<file path="src/rtl/sfre_pkg.sv">
// Shared constants and types for the serial flash byte read engine.
// Assumes a byte-wide register bus with 8-bit offsets.
package sfre_pkg;
    localparam int OPC_W      = 8;
    localparam int ADDR_MAX_W = 32;
    localparam int DATA_W     = 8;
    localparam int FRAME_W    = OPC_W + ADDR_MAX_W;

    localparam logic [7:0] OFS_CMD   = 8'h00;
    localparam logic [7:0] OFS_MODE  = 8'h04;
    localparam logic [7:0] OFS_CFG   = 8'h08;
    localparam logic [7:0] OFS_RDATA = 8'h0C;
    localparam logic [7:0] OFS_AB0   = 8'h10;
    localparam logic [7:0] OFS_AB1   = 8'h14;
    localparam logic [7:0] OFS_AB2   = 8'h18;
    localparam logic [7:0] OFS_AB3   = 8'h20;
    localparam logic [7:0] OFS_OPA   = 8'h24;
    localparam logic [7:0] OFS_OPB   = 8'h28;

    localparam logic [7:0] CMD_READ  = 8'h81;
    localparam logic [7:0] BUSY_MASK = 8'h1F;

    typedef enum logic [2:0] {
        ST_IDLE, ST_OPC, ST_ADR, ST_DUM, ST_DAT, ST_FIN
    } seq_state_e;

    // Settings handed to the sequencer at command start.
    typedef struct packed {
        logic [OPC_W-1:0]      opcode;
        logic [ADDR_MAX_W-1:0] addr;
        logic [1:0]            alog;   // log2 of address lines
        logic [1:0]            dlog;   // log2 of data lines
        logic                  wide;   // 32-bit address
        logic                  fast;   // insert dummy clocks
    } xfer_cfg_t;

    // Line count as log2: quad wins over dual, else single.
    function automatic logic [1:0] lane_log(input logic quad, input logic dual);
        return quad ? 2'd2 : (dual ? 2'd1 : 2'd0);
    endfunction
endpackage

</file>
<file path="src/rtl/sfre_regs.sv">
// Register file of the read engine: mode, config, opcode slots, address
// bytes, read data and the command/busy register.
// Assumes: one access per cycle, reads are combinational on reg_addr.
module sfre_regs
    import sfre_pkg::*;
(
    input  logic               clk,
    input  logic               rst_n,
    input  logic               we,
    input  logic [7:0]         addr,
    input  logic [7:0]         wdata,
    output logic [7:0]         rdata,
    input  logic               done,
    input  logic [DATA_W-1:0]  done_byte,
    output logic               start,
    output logic               busy,
    output logic [DATA_W-1:0]  last_byte,
    output xfer_cfg_t          cfg
);
    logic [4:0]            mode_q;
    logic                  fast_q;
    logic [OPC_W-1:0]      opa_q;
    logic [OPC_W-1:0]      opb_q;
    logic [ADDR_MAX_W-1:0] addr_q;
    logic [DATA_W-1:0]     rdata_q;
    logic                  busy_q;

    assign start     = we && (addr == OFS_CMD) && (wdata == CMD_READ) && !busy_q;
    assign busy      = busy_q;
    assign last_byte = rdata_q;

    // Register updates from the bus and from read completion.
    always_ff @(posedge clk) begin
        if (!rst_n) begin
            mode_q  <= '0;
            fast_q  <= 1'b0;
            opa_q   <= '0;
            opb_q   <= '0;
            addr_q  <= '0;
            rdata_q <= '0;
            busy_q  <= 1'b0;
        end else begin
            if (start) begin
                busy_q <= 1'b1;
            end
            if (done) begin
                busy_q  <= 1'b0;
                rdata_q <= done_byte;
                addr_q  <= addr_q + 1'b1;
            end
            if (we) begin
                case (addr)
                    OFS_MODE: mode_q <= wdata[4:0];
                    OFS_CFG:  fast_q <= wdata[0];
                    OFS_OPA:  opa_q  <= wdata;
                    OFS_OPB:  opb_q  <= wdata;
                    OFS_AB0:  if (!busy_q) addr_q[7:0]   <= wdata;
                    OFS_AB1:  if (!busy_q) addr_q[15:8]  <= wdata;
                    OFS_AB2:  if (!busy_q) addr_q[23:16] <= wdata;
                    OFS_AB3:  if (!busy_q) addr_q[31:24] <= wdata;
                    default: ;
                endcase
            end
        end
    end

    // Read multiplexer.
    always_comb begin
        case (addr)
            OFS_CMD:   rdata = busy_q ? (CMD_READ & BUSY_MASK) : 8'h00;
            OFS_MODE:  rdata = {3'b000, mode_q};
            OFS_CFG:   rdata = {7'b0, fast_q};
            OFS_RDATA: rdata = rdata_q;
            OFS_AB0:   rdata = addr_q[7:0];
            OFS_AB1:   rdata = addr_q[15:8];
            OFS_AB2:   rdata = addr_q[23:16];
            OFS_AB3:   rdata = addr_q[31:24];
            OFS_OPA:   rdata = opa_q;
            OFS_OPB:   rdata = opb_q;
            default:   rdata = 8'h00;
        endcase
    end

    // Transfer settings decoded from the mode and config registers.
    always_comb begin
        cfg.opcode = mode_q[2] ? opb_q : opa_q;
        cfg.addr   = addr_q;
        cfg.alog   = lane_log(mode_q[3], mode_q[1]);
        cfg.dlog   = lane_log(mode_q[2], mode_q[0]);
        cfg.wide   = mode_q[4];
        cfg.fast   = fast_q;
    end
endmodule

</file>
<file path="src/rtl/sfre_seq.sv">
// Frame sequencer: opcode, address, dummy and data phases on a serial clock
// at half the system clock (mode 0). Settings are latched at start.
// Assumes DUMMY_SCK >= 1.
module sfre_seq
    import sfre_pkg::*;
#(
    parameter int DUMMY_SCK = 8
) (
    input  logic       clk,
    input  logic       rst_n,
    input  logic       start,
    input  xfer_cfg_t  cfg,
    output logic       cs_n,
    output logic       sck,
    output logic [3:0] io_out,
    output logic [3:0] io_oe,
    output logic       cap_en,
    output logic       cap_clr,
    output logic       done,
    output logic [1:0] dlog
);
    localparam int MAXCNT = (DUMMY_SCK > ADDR_MAX_W) ? DUMMY_SCK : ADDR_MAX_W;
    localparam int CNT_W  = $clog2(MAXCNT + 1);

    seq_state_e         state_q;
    logic               sck_q;
    logic [CNT_W-1:0]   cnt_q;
    logic [FRAME_W-1:0] tx_q;
    logic [1:0]         alog_q;
    logic [1:0]         dlog_q;
    logic               wide_q;
    logic               fast_q;
    logic [CNT_W-1:0]   adr_last;
    logic [CNT_W-1:0]   dat_last;

    // Last count value of the address and data phases.
    always_comb begin
        adr_last = CNT_W'(((wide_q ? ADDR_MAX_W : 24) >> alog_q) - 1);
        dat_last = CNT_W'((DATA_W >> dlog_q) - 1);
    end

    // Phase, clock and shift register progression.
    always_ff @(posedge clk) begin
        if (!rst_n) begin
            state_q <= ST_IDLE;
            sck_q   <= 1'b0;
            cnt_q   <= '0;
            tx_q    <= '0;
            alog_q  <= '0;
            dlog_q  <= '0;
            wide_q  <= 1'b0;
            fast_q  <= 1'b0;
        end else begin
            case (state_q)
                ST_IDLE: begin
                    if (start) begin
                        state_q <= ST_OPC;
                        sck_q   <= 1'b0;
                        cnt_q   <= CNT_W'(OPC_W - 1);
                        tx_q    <= cfg.wide ? {cfg.opcode, cfg.addr}
                                            : {cfg.opcode, cfg.addr[23:0], 8'h00};
                        alog_q  <= cfg.alog;
                        dlog_q  <= cfg.dlog;
                        wide_q  <= cfg.wide;
                        fast_q  <= cfg.fast;
                    end
                end
                ST_FIN: state_q <= ST_IDLE;
                default: begin
                    if (!sck_q) begin
                        sck_q <= 1'b1;
                    end else begin
                        sck_q <= 1'b0;
                        cnt_q <= cnt_q - 1'b1;
                        if (state_q == ST_OPC) begin
                            tx_q <= tx_q << 1;
                        end else if (state_q == ST_ADR) begin
                            tx_q <= tx_q << (1 << alog_q);
                        end
                        if (cnt_q == '0) begin
                            case (state_q)
                                ST_OPC: begin
                                    state_q <= ST_ADR;
                                    cnt_q   <= adr_last;
                                end
                                ST_ADR: begin
                                    state_q <= fast_q ? ST_DUM : ST_DAT;
                                    cnt_q   <= fast_q ? CNT_W'(DUMMY_SCK - 1) : dat_last;
                                end
                                ST_DUM: begin
                                    state_q <= ST_DAT;
                                    cnt_q   <= dat_last;
                                end
                                default: state_q <= ST_FIN;
                            endcase
                        end
                    end
                end
            endcase
        end
    end

    // Pin drive for the opcode and address phases.
    always_comb begin
        io_out = 4'b0000;
        io_oe  = 4'b0000;
        if (state_q == ST_OPC) begin
            io_out[0] = tx_q[FRAME_W-1];
            io_oe     = 4'b0001;
        end else if (state_q == ST_ADR) begin
            case (alog_q)
                2'd0: begin
                    io_out[0] = tx_q[FRAME_W-1];
                    io_oe     = 4'b0001;
                end
                2'd1: begin
                    io_out[1:0] = tx_q[FRAME_W-1 -: 2];
                    io_oe       = 4'b0011;
                end
                default: begin
                    io_out = tx_q[FRAME_W-1 -: 4];
                    io_oe  = 4'b1111;
                end
            endcase
        end
    end

    assign cs_n    = (state_q == ST_IDLE) || (state_q == ST_FIN);
    assign sck     = sck_q;
    assign cap_en  = (state_q == ST_DAT) && !sck_q;
    assign cap_clr = start && (state_q == ST_IDLE);
    assign done    = (state_q == ST_FIN);
    assign dlog    = dlog_q;
endmodule

</file>
<file path="src/rtl/sfre_capture.sv">
// Data capture: shifts 1, 2 or 4 bits per rising serial clock into a byte.
// Single-line data arrives on IO1; wider modes put the MSB on the top line.
module sfre_capture
    import sfre_pkg::*;
(
    input  logic              clk,
    input  logic              rst_n,
    input  logic              clr,
    input  logic              en,
    input  logic [1:0]        dlog,
    input  logic [3:0]        io_in,
    output logic [DATA_W-1:0] rx_byte
);
    logic [DATA_W-1:0] rx_q;

    // Shift register fed from the selected lines.
    always_ff @(posedge clk) begin
        if (!rst_n || clr) begin
            rx_q <= '0;
        end else if (en) begin
            case (dlog)
                2'd0:    rx_q <= {rx_q[DATA_W-2:0], io_in[1]};
                2'd1:    rx_q <= {rx_q[DATA_W-3:0], io_in[1:0]};
                default: rx_q <= {rx_q[DATA_W-5:0], io_in[3:0]};
            endcase
        end
    end

    assign rx_byte = rx_q;
endmodule

</file>
<file path="src/rtl/sflash_rd_engine.sv">
// Top of the serial flash byte read engine: register file, frame sequencer
// and data capture. One byte per command; the address auto-advances.
module sflash_rd_engine
    import sfre_pkg::*;
#(
    parameter int DUMMY_SCK = 8
) (
    input  logic       clk,
    input  logic       rst_n,
    input  logic       reg_we,
    input  logic [7:0] reg_addr,
    input  logic [7:0] reg_wdata,
    output logic [7:0] reg_rdata,
    output logic       spi_cs_n,
    output logic       spi_sck,
    output logic [3:0] spi_io_out,
    output logic [3:0] spi_io_oe,
    input  logic [3:0] spi_io_in
);
    xfer_cfg_t         cfg_w;
    logic              start_w;
    logic              busy_w;
    logic              done_w;
    logic              cap_en_w;
    logic              cap_clr_w;
    logic [1:0]        dlog_w;
    logic [DATA_W-1:0] rx_byte_w;
    logic [DATA_W-1:0] rd_byte_w;
    logic [31:0]       cur_addr_w;

    assign cur_addr_w = cfg_w.addr;

    sfre_regs u_regs (
        .clk       (clk),
        .rst_n     (rst_n),
        .we        (reg_we),
        .addr      (reg_addr),
        .wdata     (reg_wdata),
        .rdata     (reg_rdata),
        .done      (done_w),
        .done_byte (rx_byte_w),
        .start     (start_w),
        .busy      (busy_w),
        .last_byte (rd_byte_w),
        .cfg       (cfg_w)
    );

    sfre_seq #(.DUMMY_SCK(DUMMY_SCK)) u_seq (
        .clk     (clk),
        .rst_n   (rst_n),
        .start   (start_w),
        .cfg     (cfg_w),
        .cs_n    (spi_cs_n),
        .sck     (spi_sck),
        .io_out  (spi_io_out),
        .io_oe   (spi_io_oe),
        .cap_en  (cap_en_w),
        .cap_clr (cap_clr_w),
        .done    (done_w),
        .dlog    (dlog_w)
    );

    sfre_capture u_cap (
        .clk     (clk),
        .rst_n   (rst_n),
        .clr     (cap_clr_w),
        .en      (cap_en_w),
        .dlog    (dlog_w),
        .io_in   (spi_io_in),
        .rx_byte (rx_byte_w)
    );
endmodule

</file>
<file path="config.mk">
export PLATFORM = sky130hd
export DESIGN_NAME = sflash_rd_engine
export DESIGN_NICKNAME = d
export VERILOG_FILES = /design/src/rtl/sfre_pkg.sv /design/src/rtl/sfre_regs.sv /design/src/rtl/sfre_seq.sv /design/src/rtl/sfre_capture.sv /design/src/rtl/sflash_rd_engine.sv
export SDC_FILE = /design/constraint.sdc
export NUM_CORES = 1
export LEC_CHECK = 0
export ABC_AREA = 1
export BUFFER_PORTS_ARGS = -buffer_cell sky130_fd_sc_hd__buf_2
export CAP_MARGIN = 20
export CORE_ASPECT_RATIO = 1.1
export CORE_MARGIN = 3
export CORE_UTILIZATION = 35
export DETAILED_ROUTE_END_ITERATION = 8
export SETUP_SLACK_MARGIN = 0.2
export SLEW_MARGIN = 20
export SYNTH_ARGS = -nofsm -noshare
export SYNTH_HDL_FRONTEND = slang
export SYNTH_SLANG_ARGS = --single-unit
</file>
<file path="constraint.sdc">
create_clock -name clk -period 3.6 [get_ports clk]
set_input_delay 0.72 -clock clk [delete_from_list [all_inputs] [get_ports clk]]
set_output_delay 0.72 -clock clk [all_outputs]
set_load 0.02 [all_outputs]
</file>
Yosys cells after proc, flatten, opt, wreduce, memory -nomap -nowiden
Index checks and enable logic that the tools add are counted.
Storage, ports and cells
  bits in registers: 127
  input port bits: 23
  output and inout port bits: 18
  word-level logic and storage cells: 123
Operators by class
  add/subtract/negate cells: 4
  equality and inequality tests: 18
  shift operators: 4
  muxes and demuxes: 49
  bitwise gates (word level): 2
  reduce and logical (&&, ||, !) cells: 30
Operator list (number)
  $mux 40: 4
  $mux 32: 3
  $pmux 40 s2: 1
  $pmux 8 s10: 1
  $mux 8: 9
  $shl 40x32->40: 1
  $add 32x1->32 const B: 1
  $shl 1x2->32 const A: 1
  $shr 32x2->6: 1
  $mux 6: 5
  $eq 8x5->1 const B: 3
  $eq 8x6->1 const B: 3
  $pmux 6 s3: 1
  $eq 8x4->1 const B: 2
  $pmux 8 s2: 1
  $mux 3: 5
  $mux 4: 3
  $pmux 6 s2: 1
  $reduce_and 2->1: 6
  $sub 6x2->6 const B: 2
  $pmux 3 s3: 1
  $reduce_bool 3->1: 3
  $eq 8x3->1 const B: 1
  $eq 8x8->1 const B: 1
  other kinds (24): 47

Logic depth before layout (Yosys ltp)
Gate-level depths: netlist of run 1.
  depth after elaboration: 7
  gate-level depth with buffers: 14
  depth with buffers taken out: 14

Modules after synthesis
A second synthesis of run 1 with hierarchy kept.
Second synthesis, totals
  cells, all modules: 1534
  area total of the unflattened synthesis: 9193.8 µm²
By module, submodules not included
  sfre_seq: instances 1, cells an instance 867, area each 4854.7 µm², sequential area each 1121.1 µm²
  sfre_regs: instances 1, cells an instance 587, area each 3847.4 µm², sequential area each 1261.2 µm²
  sfre_capture: instances 1, cells an instance 80, area each 491.7 µm², sequential area each 160.2 µm²

Least setup slack after synthesis of run 1
No wires, ideal clock.
  path kind: input -> output
  from: input port reg_addr[1]
  to: output port reg_rdata[6]
  arrival time: 1718 ps
  data required time: 2880 ps
  setup slack: 1162 ps
  cell stages on the path: 7
  path buffers: 0
  cells stage by stage: nor2_2 > nand2_1 > nor2_1 > inv_1 > o22ai_1 > a21oi_1 > o211ai_1
On the way
  cells in the longest elaborated chain, start to end: 2
  elaborated cells on any way between the ends: 11
  those cells by class: 9 x eq/ne; 1 x mux; 1 x reduce/logical
RTL lines
  from (decl): RTL line sflash_rd_engine.sv:11  | input logic [7:0] reg_addr,
  $eq 8x6->1 (tied with other cells): RTL line sfre_regs.sv:69  | case (addr)
  $pmux 8 s10 (*): RTL line sfre_regs.sv:69
  to (decl): RTL line sflash_rd_engine.sv:13  | output logic [7:0] reg_rdata,
Every way passes the cells marked *; elsewhere a longest branch is shown, timed or not.

Worst setup path in the final report of run 1
  from: register u_seq.alog_q[1]
  to: output port spi_io_out[0]
On the way
  cells in the longest elaborated chain, start to end: 4
  elaborated cells on any way between the ends: 5
  those cells by class: 1 x eq/ne; 3 x mux; 1 x reduce/logical
RTL lines
  from (decl): RTL line sfre_seq.sv:29  | logic [1:0] alog_q;
  from (signal assigned): RTL line sfre_seq.sv:62  | alog_q <= cfg.alog;
  $eq 2x1->1 / $logic_not 2->1 (equally long branches): RTL line sfre_seq.sv:111  | case (alog_q)
  $pmux 1 s2 (*): RTL line sfre_seq.sv:111
  $mux 4 (*): RTL line sfre_seq.sv:110  | end else if (state_q == ST_ADR) begin
  $mux 1 (*): RTL line sfre_seq.sv:107  | if (state_q == ST_OPC) begin
  to (decl): RTL line sflash_rd_engine.sv:16  | output logic [3:0] spi_io_out,
Marks and branches as above.

==> metrics.log, run 1 <==
[metrics] Period minus WS final: 3.21 ns
[metrics] classification of the worst-slack hold path: flop to flop
[metrics] portion of the clock cycle consumed by the worst path in the final layout: 0.893
[metrics] number of buffers inserted during clock tree synthesis: 17
[metrics] critical path class: flop to primary output
[metrics] instance area after placement: 9230 µm²
[metrics] total area of multi-input combinational cells: 5330 µm²
[metrics] number of cells after detailed placement: 1786
[metrics] CTS tree: done
[metrics] element type at the critical path end: primary output
[metrics] total negative setup slack: 0 ns
[metrics] count of state elements after synthesis: 127
[metrics] grt total ovfl: 0
[metrics] buffers added on ports: 40
[metrics] Switching Power: 2.60 mW
[metrics] global-route wire length before repair: 51400 µm
[metrics] Switching Share: 0.439
[metrics] outcome: completed
[metrics] relative contribution of combinational cells to total power: 0.386
[metrics] final hold vios: 0
[metrics] starting density of the core: 0.358
[metrics] Die Y-Extent: 173 µm
[metrics] Die Width: 158 µm
[metrics] unrepaired setup endpoints after global routing: no
[metrics] overall power of the completed layout: 5.92 mW
[metrics] Syn-to-layout area delta: 11.2%
[metrics] post-detailed-route count of antenna-violating nets: 0
[metrics] number of levels the H-tree was split into: 4
[metrics] via count: 10.2k
[metrics] final weighted congestion in routability-driven placement: 0.977
[metrics] cell area after synthesis: 8850 µm²
[metrics] clk slew on worst S/H paths: 0.07 ns
[metrics] DR DRC count: 0
[metrics] number of buffers inserted to repair setup after CTS: 0
[metrics] die outline area: 27200 µm²
[metrics] global-route usage over all layers: 0.237
[metrics] Ys Warns: 0
[metrics] Bufs on Longest Clock Path: 2
[metrics] clock network latency to the later pin of the worst-skew pair: 0.44 ns
[metrics] maximum ir drop on the vdd rail: 0.000348 V
[metrics] Internal Power: 3.32 mW
[metrics] clock tree sinks: 127
[metrics] Rel. slew slack: 0.285
[metrics] average wire per standard cell: 18.1 µm
[metrics] Post-Synthesis Mean Instance Area: 5.93 µm²
[metrics] syn_nets: 1521
[metrics] Finished Cell Area: 9840 µm²
[metrics] routed wire length: 32900 µm
[metrics] setup skew after layout: 0.0108 ns
[metrics] share of total power in the clock network: 0.308
[metrics] slew at the pin closest to its max-slew limit: 1.07 ns
[metrics] number of buffers inserted by hold repair at cts: 0
[metrics] number of cells upsized or downsized after cts: 0
[metrics] highest attainable clock frequency: 311 MHz
[metrics] Post-Synthesis Cells: 1492
[metrics] final net count: 1524
[metrics] count of final max-slew check failures: 0
[metrics] cell at the root of the clock tree: clkbuf_16
[metrics] Core Rows: 60
[metrics] count of endpoints failing setup in the final report: 0
[metrics] total I/O pin count: 41
[metrics] arrival time reported for the critical path endpoint: 2.49 ns
[metrics] total half-perimeter wirelength after legalization and detailed placement: 23700 µm
[metrics] post-synth cell types: 38
[metrics] worst-case hold slack: 0.470 ns
[metrics] sequential group share of total power: 0.305
[metrics] number of global-route vias before repair: 9237
[metrics] largest net degree at the start of global routing: 45
[metrics] number of fillers in the final layout: 2671
[metrics] number of design-rule violations left by the first detailed-router iteration: 1210
[metrics] proportion of synthesized chip area in sequential cells: 0.287
[metrics] crit start category: flop
[metrics] layout cell share with drive strength beyond 1: 0.0749
[metrics] detailed-routing iteration count for the pre-antenna-repair pass: 6
[metrics] initial antenna violation count: 0
[metrics] area of the core region: 24700 µm²
[metrics] leakage power total: 3.79 nW
[metrics] Crit Path Max Fanout: 15
[metrics] number of standard cells in the layout, taps in and fillers out: 1818
[metrics] Data required, critical path: 2.88 ns
[metrics] ratio of routed vias to standard cells: 5.59
[metrics] total power per unit cell area: 601 nW/µm²
[metrics] area taken by flip-flops and latches: 2540 µm²
[metrics] diode count: 0
[metrics] max capacitance violation total: 0
## kinds of logic (layout without fill, tap and decap cells)
| kind of cell | Yosys count | count (layout) | share of synthesized area |
|---|---|---|---|
| compound gates | 385 | 385 | 0.240 |
| xor+xnor | 20 | 20 | 0.0198 |
| fa+ha+maj | 6 | 6 | 0.00848 |
| buf+inv | 246 | 262 | 0.111 |
| flops | 127 | 127 | 0.287 |
| simple gates | 708 | 708 | 0.334 |
## routing by layer
metal,wire length (µm),global-route usage,vias to the layer above
met2,15100,0.375,450
met5,0,0,-
met3,2350,0.0363,76
li1,-,-,4968
met1,14300,0.324,4663
met4,1110,0.0904,0
## critical path, cell delays in order (launching register included)
cell,delay (ns)
dfxtp_1,0.38
inv_1,0.46
nand2_1,0.45
o311ai_0,0.52
buf_2,0.25
## power groups by stage
stage	sequential, mW	clock, mW	combinational (mW)
CTS	1.80	1.84	2.26
floorplan	1.76	0	1.72
global placement	1.83	0	2.24
global route	1.83	1.90	2.55
detailed placement	1.83	0	2.25
finish	1.81	1.83	2.29
## stage by stage
stage	util	setup WS (ns)
after floorplan	-	1.16
final	0.399	0.387
after detailed placement	0.374	0.676
after global placement	0.374	0.685
after global routing	0.399	0.318
after CTS	0.399	0.467
## area by class of cell
type | instances | area share
inverters | 174 | 0.0663
multi-input cells | 1119 | 0.541
well taps | 310 | 0.0394
flip-flops and latches | 127 | 0.258
repair buffers | 56 | 0.0325
clock inverters | 15 | 0.0191
clock buffers | 17 | 0.0432
## final timing paths
path / end / slack (ns) / depth (start not counted) / from
max: spi_io_out[0] / 0.39 / 4 / u_seq.alog_q[1]$_SDFFE_PN0P_
min: u_seq.tx_q[38]$_SDFFE_PN0P_ / 0.47 / 2 / u_seq.tx_q[38]$_SDFFE_PN0P_
max reg2reg: u_seq.tx_q[17]$_SDFFE_PN0P_ / 0.86 / 9 / u_seq.alog_q[1]$_SDFFE_PN0P_
min reg2reg: u_seq.tx_q[38]$_SDFFE_PN0P_ / 0.47 / 2 / u_seq.tx_q[38]$_SDFFE_PN0P_
## sequential cells by signal (all words and copies together), names as in the netlist, 2 cells and up
| signal | count |
|---|---|
| u_seq.state_q | 3 |
| u_cap.rx_byte | 8 |
| u_regs.mode_q | 5 |
| u_regs.addr_q | 32 |
| u_seq.alog_q | 2 |
| u_regs.opb_q | 8 |
| u_regs.last_byte | 8 |
| u_seq.tx_q | 40 |
| u_regs.opa_q | 8 |
| u_seq.dlog | 2 |
| u_seq.cnt_q | 6 |
## cells in the final DEF (no fill, tap or decap), types with 8 or more instances in the layout
cell	n
buf_2	40
inv_8	8
clkbuf_16	17
dfxtp_1	127
buf_4	16
a21oi_1	133
a211oi_1	15
xor2_1	16
nand4_1	24
nand2_1	378
nand3_1	125
o21ai_0	155
nor2_2	10
nor2_1	149
o22ai_1	29
nor3_1	12
inv_1	166
o211ai_1	40
## cell usage after synthesis
cell      number  share of area
a21oi_1      133          0.075
buf_6          2         0.0025
nand2_1      378           0.16
nor3_2         2         0.0023
nand3_1      125          0.071
inv_2          7         0.0030
a21boi_0       1        0.00085
buf_2         30          0.017
buf_4          1        0.00085
and3_1         1        0.00071
o21ai_1        4         0.0023
xor2_1        16          0.016
dfxtp_1      127           0.29
nor2_1       149          0.063
or2_2          3         0.0021
o21a_1         1        0.00085
clkinv_1       1        0.00042
xnor2_1        4         0.0040
o22ai_1       29          0.020
a32oi_1        1        0.00099
o311ai_0       1        0.00099
nor3_1        12         0.0068
a211oi_1      15          0.013
clkbuf_2       1        0.00056
o211ai_1      40          0.034
o21ai_0      155          0.088
clkbuf_1      36          0.015
nand3_2        2         0.0023
buf_1          2        0.00085
nand4_1       24          0.017
nand2_2        1        0.00071
inv_1        166          0.070
a31oi_1        3         0.0021
o31ai_1        1        0.00085
a221oi_1       1        0.00099
ha_1           6         0.0085
or2_1          1        0.00071
nor2_2        10         0.0071
Note: power is estimated with default switching activity, not from simulation.
==> run 2: changes to the inputs <==
--- a/config.mk
+++ b/config.mk
@@ -13,7 +13,9 @@
 export CORE_UTILIZATION = 35
 export DETAILED_ROUTE_END_ITERATION = 8
 export SETUP_SLACK_MARGIN = 0.2
+export SKIP_CTS_REPAIR_TIMING = 1
 export SLEW_MARGIN = 20
 export SYNTH_ARGS = -nofsm -noshare
 export SYNTH_HDL_FRONTEND = slang
+export SYNTH_HIERARCHICAL = 1
 export SYNTH_SLANG_ARGS = --single-unit
==> metrics.log, run 2 <==
[metrics] buffers added on ports: 40 (unchanged)
[metrics] via count: 10.2k (about the same)
[metrics] standard cell with the maximum stage delay on the critical path: dfxtp_1 (was o311ai_0)
[metrics] largest incremental delay on the critical path: 0.62 ns (was 0.52 ns)
[metrics] hold-critical path depth: 2 (unchanged)
[metrics] final hold vios: 0 (unchanged)
[metrics] count of endpoints failing setup in the final report: 0 (unchanged)
[metrics] diode count: 0 (unchanged)
[metrics] highest attainable clock frequency: 334 MHz (was 311 MHz)
[metrics] Bufs on Longest Clock Path: 2 (unchanged)
[metrics] clock network latency to the later pin of the worst-skew pair: 0.42 ns (was 0.44 ns)
[metrics] total I/O pin count: 41 (unchanged)
[metrics] critical path buffer and inverter count: 3 (was 2)
[metrics] final net count: 1560 (was 1524)
[metrics] DR DRC count: 0 (unchanged)
[metrics] dominant cell by count in the synthesized netlist: nand2_1 (unchanged)
[metrics] flip-flop count of the largest register after layout: 40 (unchanged)
[metrics] post-detailed-route count of antenna-violating nets: 0 (unchanged)
[metrics] post-synth cell types: 46 (was 38)
[metrics] leading cell type in the layout, fill and taps excluded: nand2_1 (unchanged)
[metrics] global-route usage over all layers: 0.223 (was 0.237)
[metrics] number of buffers inserted during clock tree synthesis: 17 (unchanged)
[metrics] clk slew on worst S/H paths: 0.06 ns (was 0.07 ns)
[metrics] proportion of synthesized chip area in sequential cells: 0.277 (was 0.287)
[metrics] path depth of the worst reg2reg path: 9 (unchanged)
[metrics] Min-Delay Startpoint: u_regs/opb_q[4]$_SDFFE_PN0P_ (was u_seq.tx_q[38]$_SDFFE_PN0P_)
[metrics] register-to-register setup slack: 1.12 ns (was 0.86 ns)
[metrics] Top reg by flops: u_seq/tx_q (was u_seq.tx_q)
[metrics] Syn-to-layout area delta: 10.9% (was 11.2%)
[metrics] routed wire length: 32000 µm (was 32900 µm)
[metrics] portion of the clock cycle consumed by the worst path in the final layout: 0.831 (was 0.893)
[metrics] total area of multi-input combinational cells: 5630 µm² (was 5330 µm²)
[metrics] final weighted congestion in routability-driven placement: 0.928 (was 0.977)
[metrics] Post-synth EDFFs: 0 (unchanged)
[metrics] area of the core region: 25600 µm² (was 24700 µm²)
[metrics] classification of the worst-slack hold path: flop to flop (unchanged)
[metrics] number of fillers in the final layout: 2789 (was 2671)
[metrics] total power per unit cell area: 477 nW/µm² (was 601 nW/µm²)
[metrics] leakage power total: 3.96 nW (was 3.79 nW)
[metrics] maximum ir drop on the vdd rail: 0.000313 V (was 0.000348 V)
[metrics] Post-Synthesis Cells: 1534 (was 1492)
[metrics] number of global-route vias before repair: 9412 (was 9237)
[metrics] max capacitance violation total: 0 (unchanged)
[metrics] Die Width: 161 µm (was 158 µm)
[metrics] element type at the critical path end: primary output (unchanged)
[metrics] Post-Synthesis Mean Instance Area: 5.99 µm² (was 5.93 µm²)
[metrics] arrival time reported for the critical path endpoint: 2.27 ns (was 2.49 ns)
[metrics] outcome: completed (unchanged)
[metrics] setup skew after layout: 0.00623 ns (was 0.0108 ns)
[metrics] grt total ovfl: 0 (unchanged)
[metrics] crit start category: flop (unchanged)
[metrics] clock tree sinks: 127 (unchanged)
[metrics] Period minus WS final: 2.99 ns (was 3.21 ns)
[metrics] layout cell share with drive strength beyond 1: 0.101 (was 0.0749)
[metrics] Crit Path Max Fanout: 19 (was 15)
[metrics] RR Startpoint: u_seq/alog_q[1]$_SDFFE_PN0P_ (was u_seq.alog_q[1]$_SDFFE_PN0P_)
[metrics] die outline area: 28300 µm² (was 27200 µm²)
[metrics] total negative setup slack: 0 ns (unchanged)
[metrics] count of state elements after synthesis: 127 (unchanged)
[metrics] average wire per standard cell: 17.0 µm (was 18.1 µm)
[metrics] fraction of post-synthesis cell area in the top cell type by area: 0.277 (was 0.287)
[metrics] Data required, critical path: 2.88 ns (about the same)
[metrics] worst-case hold slack: 0.471 ns (was 0.470 ns)
[metrics] ratio of routed vias to standard cells: 5.41 (was 5.59)
[metrics] Rel. slew slack: 0.479 (was 0.285)
[metrics] total half-perimeter wirelength after legalization and detailed placement: 23600 µm (was 23700 µm)
[metrics] starting density of the core: 0.360 (was 0.358)
[metrics] Die Y-Extent: 176 µm (was 173 µm)
[metrics] critical path class: flop to primary output (unchanged)
[metrics] largest net degree at the start of global routing: 63 (was 45)
[metrics] cell area after synthesis: 9190 µm² (was 8850 µm²)
[metrics] endpoint with the worst hold slack: u_regs/opb_q[4]$_SDFFE_PN0P_ (was u_seq.tx_q[38]$_SDFFE_PN0P_)
[metrics] initial antenna violation count: 0 (unchanged)
[metrics] slew at the pin closest to its max-slew limit: 0.780 ns (was 1.07 ns)
[metrics] Crit Reg-Reg Endpoint: u_seq/tx_q[31]$_SDFFE_PN0P_ (was u_seq.tx_q[17]$_SDFFE_PN0P_)
[metrics] number of levels the H-tree was split into: 4 (unchanged)
[metrics] series of cell instances along the critical path: nor2_2 > buf_4 > inv_1 > nand2_2 > nand3_1 > o311ai_0 > buf_2 (was inv_1 > nand2_1 > o311ai_0 > buf_2)
[metrics] fraction of the core area covered by cells at the end of the flow: 0.399 (about the same)
[metrics] number of design-rule violations left by the first detailed-router iteration: 1000 (was 1210)
[metrics] cell taking the most area after synthesis: dfxtp_1 (unchanged)
[metrics] count of final max-slew check failures: 0 (unchanged)
[metrics] leading cell types by total area after synthesis: dfxtp_1 28%, nand2_1 16%, nand3_1 9.3% (was dfxtp_1 29%, nand2_1 16%, o21ai_0 8.8%)
[metrics] asr flop ratio synth: 0 (unchanged)
[metrics] CP delay by family, top: buffers and inverters (unchanged)
[metrics] most frequent cells in the layout: 391 x nand2_1, 171 x nand3_1, 161 x a21oi_1 (was 378 x nand2_1, 166 x inv_1, 155 x o21ai_0)
[metrics] unrepaired setup endpoints after global routing: no (unchanged)
[metrics] top cells by count, synth: 391 x nand2_1, 171 x nand3_1, 161 x a21oi_1, 144 x inv_1 (was 378 x nand2_1, 166 x inv_1, 155 x o21ai_0, 149 x nor2_1, 133 x a21oi_1)
[metrics] largest registers in the final layout: u_seq/tx_q x40, u_regs/addr_q x32 (was u_seq.tx_q x40, u_regs.addr_q x32)
[metrics] Post-synth top flop: dfxtp_1 (unchanged)
[metrics] area taken by flip-flops and latches: 2540 µm² (about the same)
[metrics] CTS tree: done (unchanged)
[metrics] cell at the root of the clock tree: clkbuf_16 (unchanged)
[metrics] Core Rows: 61 (was 60)
[metrics] global-route wire length before repair: 51200 µm (was 51400 µm)
[metrics] syn_nets: 1563 (was 1521)
[metrics] detailed-routing iteration count for the pre-antenna-repair pass: 5 (was 6)
[metrics] Ys Warns: 6 (was 0)
-- run 2: final cells by class --
type	count	share of cell area
Clock buffer	19	0.0444
Clock inverter	11	0.0185
Inverter	166	0.0611
Multi-Input combinational cell	1164	0.552
Sequential cell	127	0.250
Tap cell	346	0.0425
Timing Repair Buffer	55	0.0319
-- run 2: logic make-up (layout without fill, tap and decap cells) --
logic type | count (synthesis) | count (layout) | share of synthesized area
compound gates | 348 | 348 | 0.197
xor+xnor | 21 | 21 | 0.0200
fa+ha+maj | 6 | 6 | 0.00817
buf+inv | 243 | 251 | 0.112
flops | 127 | 127 | 0.277
mux | 4 | 4 | 0.00436
simple gates | 785 | 785 | 0.381
-- run 2: through the flow --
stage	setup slack [ns]	instances	instance area [µm²]	power (mW)
floorplan	1.18	1534	9190	2.61
global placement	0.715	1858	9550	2.94
detailed placement	0.680	1858	9550	2.96
CTS	0.595	1888	10200	4.86
global route	0.514	1888	10200	5.13
finish	0.607	1888	10200	4.86
-- run 2: worst register-to-register path, cell delays in order (launching register included) --
cell	delay, ns
dfxtp_2	0.58
buf_4	0.34
nand2_1	0.21
inv_1	0.19
nand2_1	0.13
inv_2	0.40
nand3_1	0.19
nand3_1	0.18
nand2_1	0.07
a21oi_1	0.11
-- run 2: per-layer routing --
layer | track usage | vias to the layer above | routed length (µm)
met4 | 0.0799 | 0 | 1000
met2 | 0.342 | 411 | 13800
met3 | 0.0382 | 60 | 2310
met5 | 0 | - | 0
met1 | 0.316 | 4682 | 14900
li1 | - | 5070 | -
-- run 2: worst max-delay path by stage --
stage	startpoint	to	depth (start not counted)
after floorplan	u_seq/alog_q[1]$_SDFFE_PN0P_	spi_io_out[0]	5
after global placement	reg_addr[1]	u_seq/tx_q[36]$_SDFFE_PN0P_	13
after detailed placement	reg_addr[1]	u_seq/tx_q[35]$_SDFFE_PN0P_	13
after CTS	u_seq/alog_q[0]$_SDFFE_PN0P_	spi_io_out[0]	7
after global routing	u_seq/alog_q[0]$_SDFFE_PN0P_	spi_io_out[0]	7
final	u_seq/alog_q[0]$_SDFFE_PN0P_	spi_io_out[0]	7
-- run 2: report_power, final --
| part | internal [mW] | switching, mW | leakage (nW) |
|---|---|---|---|
| registers | 1.52 | 0.162 | 1.03 |
| logic | 0.389 | 0.897 | 2.63 |
| clock network | 1.25 | 0.640 | 0.311 |
==> run 3: changes to the inputs <==
--- a/config.mk
+++ b/config.mk
@@ -5,7 +5,7 @@
 export SDC_FILE = /design/constraint.sdc
 export NUM_CORES = 1
 export LEC_CHECK = 0
-export ABC_AREA = 1
+export ABC_AREA = 0
 export BUFFER_PORTS_ARGS = -buffer_cell sky130_fd_sc_hd__buf_2
 export CAP_MARGIN = 20
 export CORE_ASPECT_RATIO = 1.1
==> constraint.sdc (replaced) <==
create_clock -name clk -period 2.55 [get_ports clk]
set_input_delay 0.51 -clock clk [delete_from_list [all_inputs] [get_ports clk]]
set_output_delay 0.51 -clock clk [all_outputs]
set_load 0.02 [all_outputs]
==> metrics.log, run 3 <==
[metrics] final hold vios: 0 (unchanged)
[metrics] clock tree sinks: 127 (unchanged)
[metrics] leakage power total: 3.58 nW (was 3.96 nW)
[metrics] largest net degree at the start of global routing: 47 (was 63)
[metrics] Crit Path Max Fanout: 6 (was 19)
[metrics] post-synth cell types: 80 (was 46)
[metrics] Period minus WS final: 2.39 ns
[metrics] largest registers in the final layout: u_seq/tx_q x40, u_regs/addr_q x32 (unchanged)
[metrics] proportion of synthesized chip area in sequential cells: 0.292 (was 0.277)
[metrics] endpoint with the worst hold slack: u_cap/rx_byte[0]$_SDFFE_PP0P_ (was u_regs/opb_q[4]$_SDFFE_PN0P_)
[metrics] Post-synth top flop: dfxtp_1 (unchanged)
[metrics] number of global-route vias before repair: 7612 (was 9412)
[metrics] largest incremental delay on the critical path: 0.55 ns (was 0.62 ns)
[metrics] fraction of post-synthesis cell area in the top cell type by area: 0.292 (was 0.277)
[metrics] total half-perimeter wirelength after legalization and detailed placement: 19800 µm (was 23600 µm)
[metrics] number of levels the H-tree was split into: 4 (unchanged)
[metrics] diode count: 0 (unchanged)
[metrics] max capacitance violation total: 0 (unchanged)
[metrics] final weighted congestion in routability-driven placement: 0.927 (was 0.928)
[metrics] number of standard cells in the layout, taps in and fillers out: 1389 (was 1888)
[metrics] dominant cell by count in the synthesized netlist: dfxtp_1 (was nand2_1)
[metrics] Most common cell on crit path: buf_2
[metrics] top cells by count, synth: 127 x dfxtp_1, 89 x o21ai_0, 85 x nand2_1, 81 x a21oi_1, 78 x nor2_1 (was 391 x nand2_1, 171 x nand3_1, 161 x a21oi_1, 144 x inv_1)
[metrics] fraction of the core area covered by cells at the end of the flow: 0.420 (was 0.399)
[metrics] total power per unit cell area: 436 nW/µm² (was 477 nW/µm²)
[metrics] Crit Reg-Reg Endpoint: u_regs/addr_q[12]$_SDFF_PN0_ (was u_seq/tx_q[31]$_SDFFE_PN0P_)
[metrics] layout cell share with drive strength beyond 1: 0.221 (was 0.101)
[metrics] final net count: 1100 (was 1560)
[metrics] detailed-routing iteration count for the pre-antenna-repair pass: 7 (was 5)
[metrics] Data required, critical path: 2.04 ns (was 2.88 ns)
[metrics] number of design-rule violations left by the first detailed-router iteration: 1145 (was 1000)
[metrics] cell area after synthesis: 8720 µm² (was 9190 µm²)
[metrics] classification of the worst-slack hold path: input port to flop (was flop to flop)
[metrics] setup skew after layout: 0.00794 ns (was 0.00623 ns)
[metrics] outcome: completed (unchanged)
[metrics] clk slew on worst S/H paths: 0.06 ns (about the same)
[metrics] leading cell type in the layout, fill and taps excluded: dfxtp_1 (was nand2_1)
[metrics] Rel. slew slack: 0.507 (was 0.479)
[metrics] total negative setup slack: 0 ns (unchanged)
[metrics] maximum ir drop on the vdd rail: 0.000452 V (was 0.000313 V)
[metrics] hold-critical path depth: 3 (was 2)
[metrics] initial antenna violation count: 0 (unchanged)
[metrics] count of state elements after synthesis: 127 (unchanged)
[metrics] Post-synth EDFFs: 0 (unchanged)
[metrics] critical path class: input port to primary output (was flop to primary output)
[metrics] pre-CTS setup slack: -0.0498 ns (was 0.680 ns)
[metrics] RR Startpoint: u_seq/state_q[0]$_SDFFE_PN0P_ (was u_seq/alog_q[1]$_SDFFE_PN0P_)
[metrics] element type at the critical path end: primary output (unchanged)
[metrics] instance area after placement: 9420 µm² (was 9550 µm²)
[metrics] number of cells after detailed placement: 1355 (was 1858)
[metrics] clock network latency to the later pin of the worst-skew pair: 0.42 ns (about the same)
[metrics] register-to-register setup slack: 0.31 ns (was 1.12 ns)
[metrics] leading cell types by total area after synthesis: dfxtp_1 29%, mux2i_1 8.6%, o21ai_0 5.1% (was dfxtp_1 28%, nand2_1 16%, nand3_1 9.3%)
[metrics] area of the core region: 24100 µm² (was 25600 µm²)
[metrics] most frequent cells in the layout: 123 x dfxtp_1, 86 x o21ai_0, 85 x nand2_1 (was 391 x nand2_1, 171 x nand3_1, 161 x a21oi_1)
[metrics] DR DRC count: 0 (unchanged)
[metrics] Syn-to-layout area delta: 15.8% (was 10.9%)
[metrics] series of cell instances along the critical path: buf_2 > buf_4 > or4b_4 > o21ai_0 > buf_2 (was nor2_2 > buf_4 > inv_1 > nand2_2 > nand3_1 > o311ai_0 > buf_2)
[metrics] buffers added on ports: 40 (unchanged)
[metrics] routed wire length: 28200 µm (was 32000 µm)
[metrics] number of fillers in the final layout: 2464 (was 2789)
[metrics] die outline area: 26800 µm² (was 28300 µm²)
[metrics] Top reg by flops: u_seq/tx_q (unchanged)
[metrics] highest attainable clock frequency: 419 MHz
[metrics] CTS tree: done (unchanged)
[metrics] count of final max-slew check failures: 0 (unchanged)
[metrics] slew at the pin closest to its max-slew limit: 0.739 ns (was 0.780 ns)
[metrics] post-detailed-route count of antenna-violating nets: 0 (unchanged)
[metrics] Core Rows: 59 (was 61)
[metrics] Die Y-Extent: 172 µm (was 176 µm)
[metrics] number of buffers inserted during clock tree synthesis: 17 (unchanged)
[metrics] syn_nets: 1060 (was 1563)
[metrics] asr flop ratio synth: 0 (unchanged)
[metrics] Min-Delay Startpoint: spi_io_in[1] (was u_regs/opb_q[4]$_SDFFE_PN0P_)
[metrics] standard cell with the maximum stage delay on the critical path: or4b_4 (was dfxtp_1)
[metrics] crit start category: input port (was flop)
[metrics] worst-case hold slack: 0.389 ns (was 0.471 ns)
[metrics] Bufs on Longest Clock Path: 2 (unchanged)
[metrics] Post-Synthesis Mean Instance Area: 8.46 µm² (was 5.99 µm²)
[metrics] average wire per standard cell: 20.3 µm (was 17.0 µm)
[metrics] Die Width: 157 µm (was 161 µm)
[metrics] global-route wire length before repair: 43600 µm (was 51200 µm)
[metrics] global-route usage over all layers: 0.205 (was 0.223)
[metrics] arrival time reported for the critical path endpoint: 1.88 ns (was 2.27 ns)
[metrics] unrepaired setup endpoints after global routing: yes (was no)
[metrics] overall power of the completed layout: 4.41 mW (was 4.86 mW)
[metrics] ratio of routed vias to standard cells: 6.01 (was 5.41)
[metrics] starting density of the core: 0.362 (was 0.360)
[metrics] portion of the clock cycle consumed by the worst path in the final layout: 0.936
[metrics] count of endpoints failing setup in the final report: 0 (unchanged)
[metrics] flip-flop count of the largest register after layout: 40 (unchanged)
[metrics] cell at the root of the clock tree: clkbuf_16 (unchanged)
[metrics] cell taking the most area after synthesis: dfxtp_1 (unchanged)
[metrics] Finished Cell Area: 10100 µm² (was 10200 µm²)
[metrics] path depth of the worst reg2reg path: 9 (unchanged)
[metrics] total I/O pin count: 41 (unchanged)
[metrics] Worst Setup Slack, final: 0.164 ns (was 0.607 ns)
[metrics] Post-Synthesis Cells: 1031 (was 1534)
[metrics] via count: 8352 (was 10.2k)
[metrics] grt total ovfl: 0 (unchanged)
[metrics] Ys Warns: 6 (unchanged)
[run 3: cell count changes in the layout (fill, tap and decap cells not counted), sizes merged, moves of 71 or more]
cell / change
nand2: -319
inv: -148
nand3: -126
a21oi: -80
nor2: -74
mux2i: +71
[run 3: layout make-up]
cell class	count	area (µm²)	share of cell area
Inverter	16	60.1	0.00595
Clock inverter	12	90.1	0.00892
Clock buffer	20	447	0.0442
Sequential cell	127	2550	0.252
Multi-Input combinational cell	802	5730	0.567
Timing Repair Buffer	107	847	0.0838
Tap cell	305	382	0.0378
[run 3: worst max-delay path by stage]
stage / from / endpoint / slack (ns) / cells past startpoint
global route: reg_addr[4] / reg_rdata[6] / 0.16 / 8
CTS: u_seq/alog_q[1]$_SDFFE_PN0P_ / spi_io_oe[2] / 0.06 / 5
floorplan: reg_addr[4] / reg_rdata[6] / 0.26 / 6
global placement: reg_wdata[2] / u_seq/tx_q[24]$_SDFFE_PN0P_ / -0.03 / 12
detailed placement: reg_wdata[2] / u_seq/tx_q[2]$_SDFFE_PN0P_ / -0.05 / 12
finish: reg_addr[5] / reg_rdata[7] / 0.16 / 5
[run 3: cells by family (layout without fill, tap and decap cells)]
kind of cell / after synthesis / count (layout) / synth area share
AO/OA/AOI/OAI: 306 / 306 / 0.235
XOR/XNOR: 34 / 34 / 0.0341
multiplexers: 112 / 112 / 0.158
buffers and inverters: 102 / 155 / 0.0611
flip-flops: 127 / 127 / 0.292
adder cells (fa/ha/maj): 6 / 6 / 0.00861
AND/OR/NAND/NOR: 344 / 344 / 0.211
[run 3: critical path: cells and delay by family]
family / cells / cell delay (ns)
and+or+nand+nor: 1 / 0.55
buffers and inverters: 3 / 0.50
AOI/OAI and AO/OA: 1 / 0.31
[run 3: per-layer routing]
metal	vias to the layer above	global-route usage	wire (µm)
met5	-	0	0
met4	0	0.0700	667
met3	41	0.0274	1990
met2	381	0.329	13300
met1	4004	0.284	12200
li1	3926	-	-
[run 3: power by group]
group          leakage [nW]  internal [mW]  total (mW)  switching, mW
combinational          2.30         0.0707       0.199          0.129
clock                 0.256           1.27        2.22          0.949
sequential             1.02           1.99        1.99        0.00376
total                  3.58           3.33        4.41           1.08
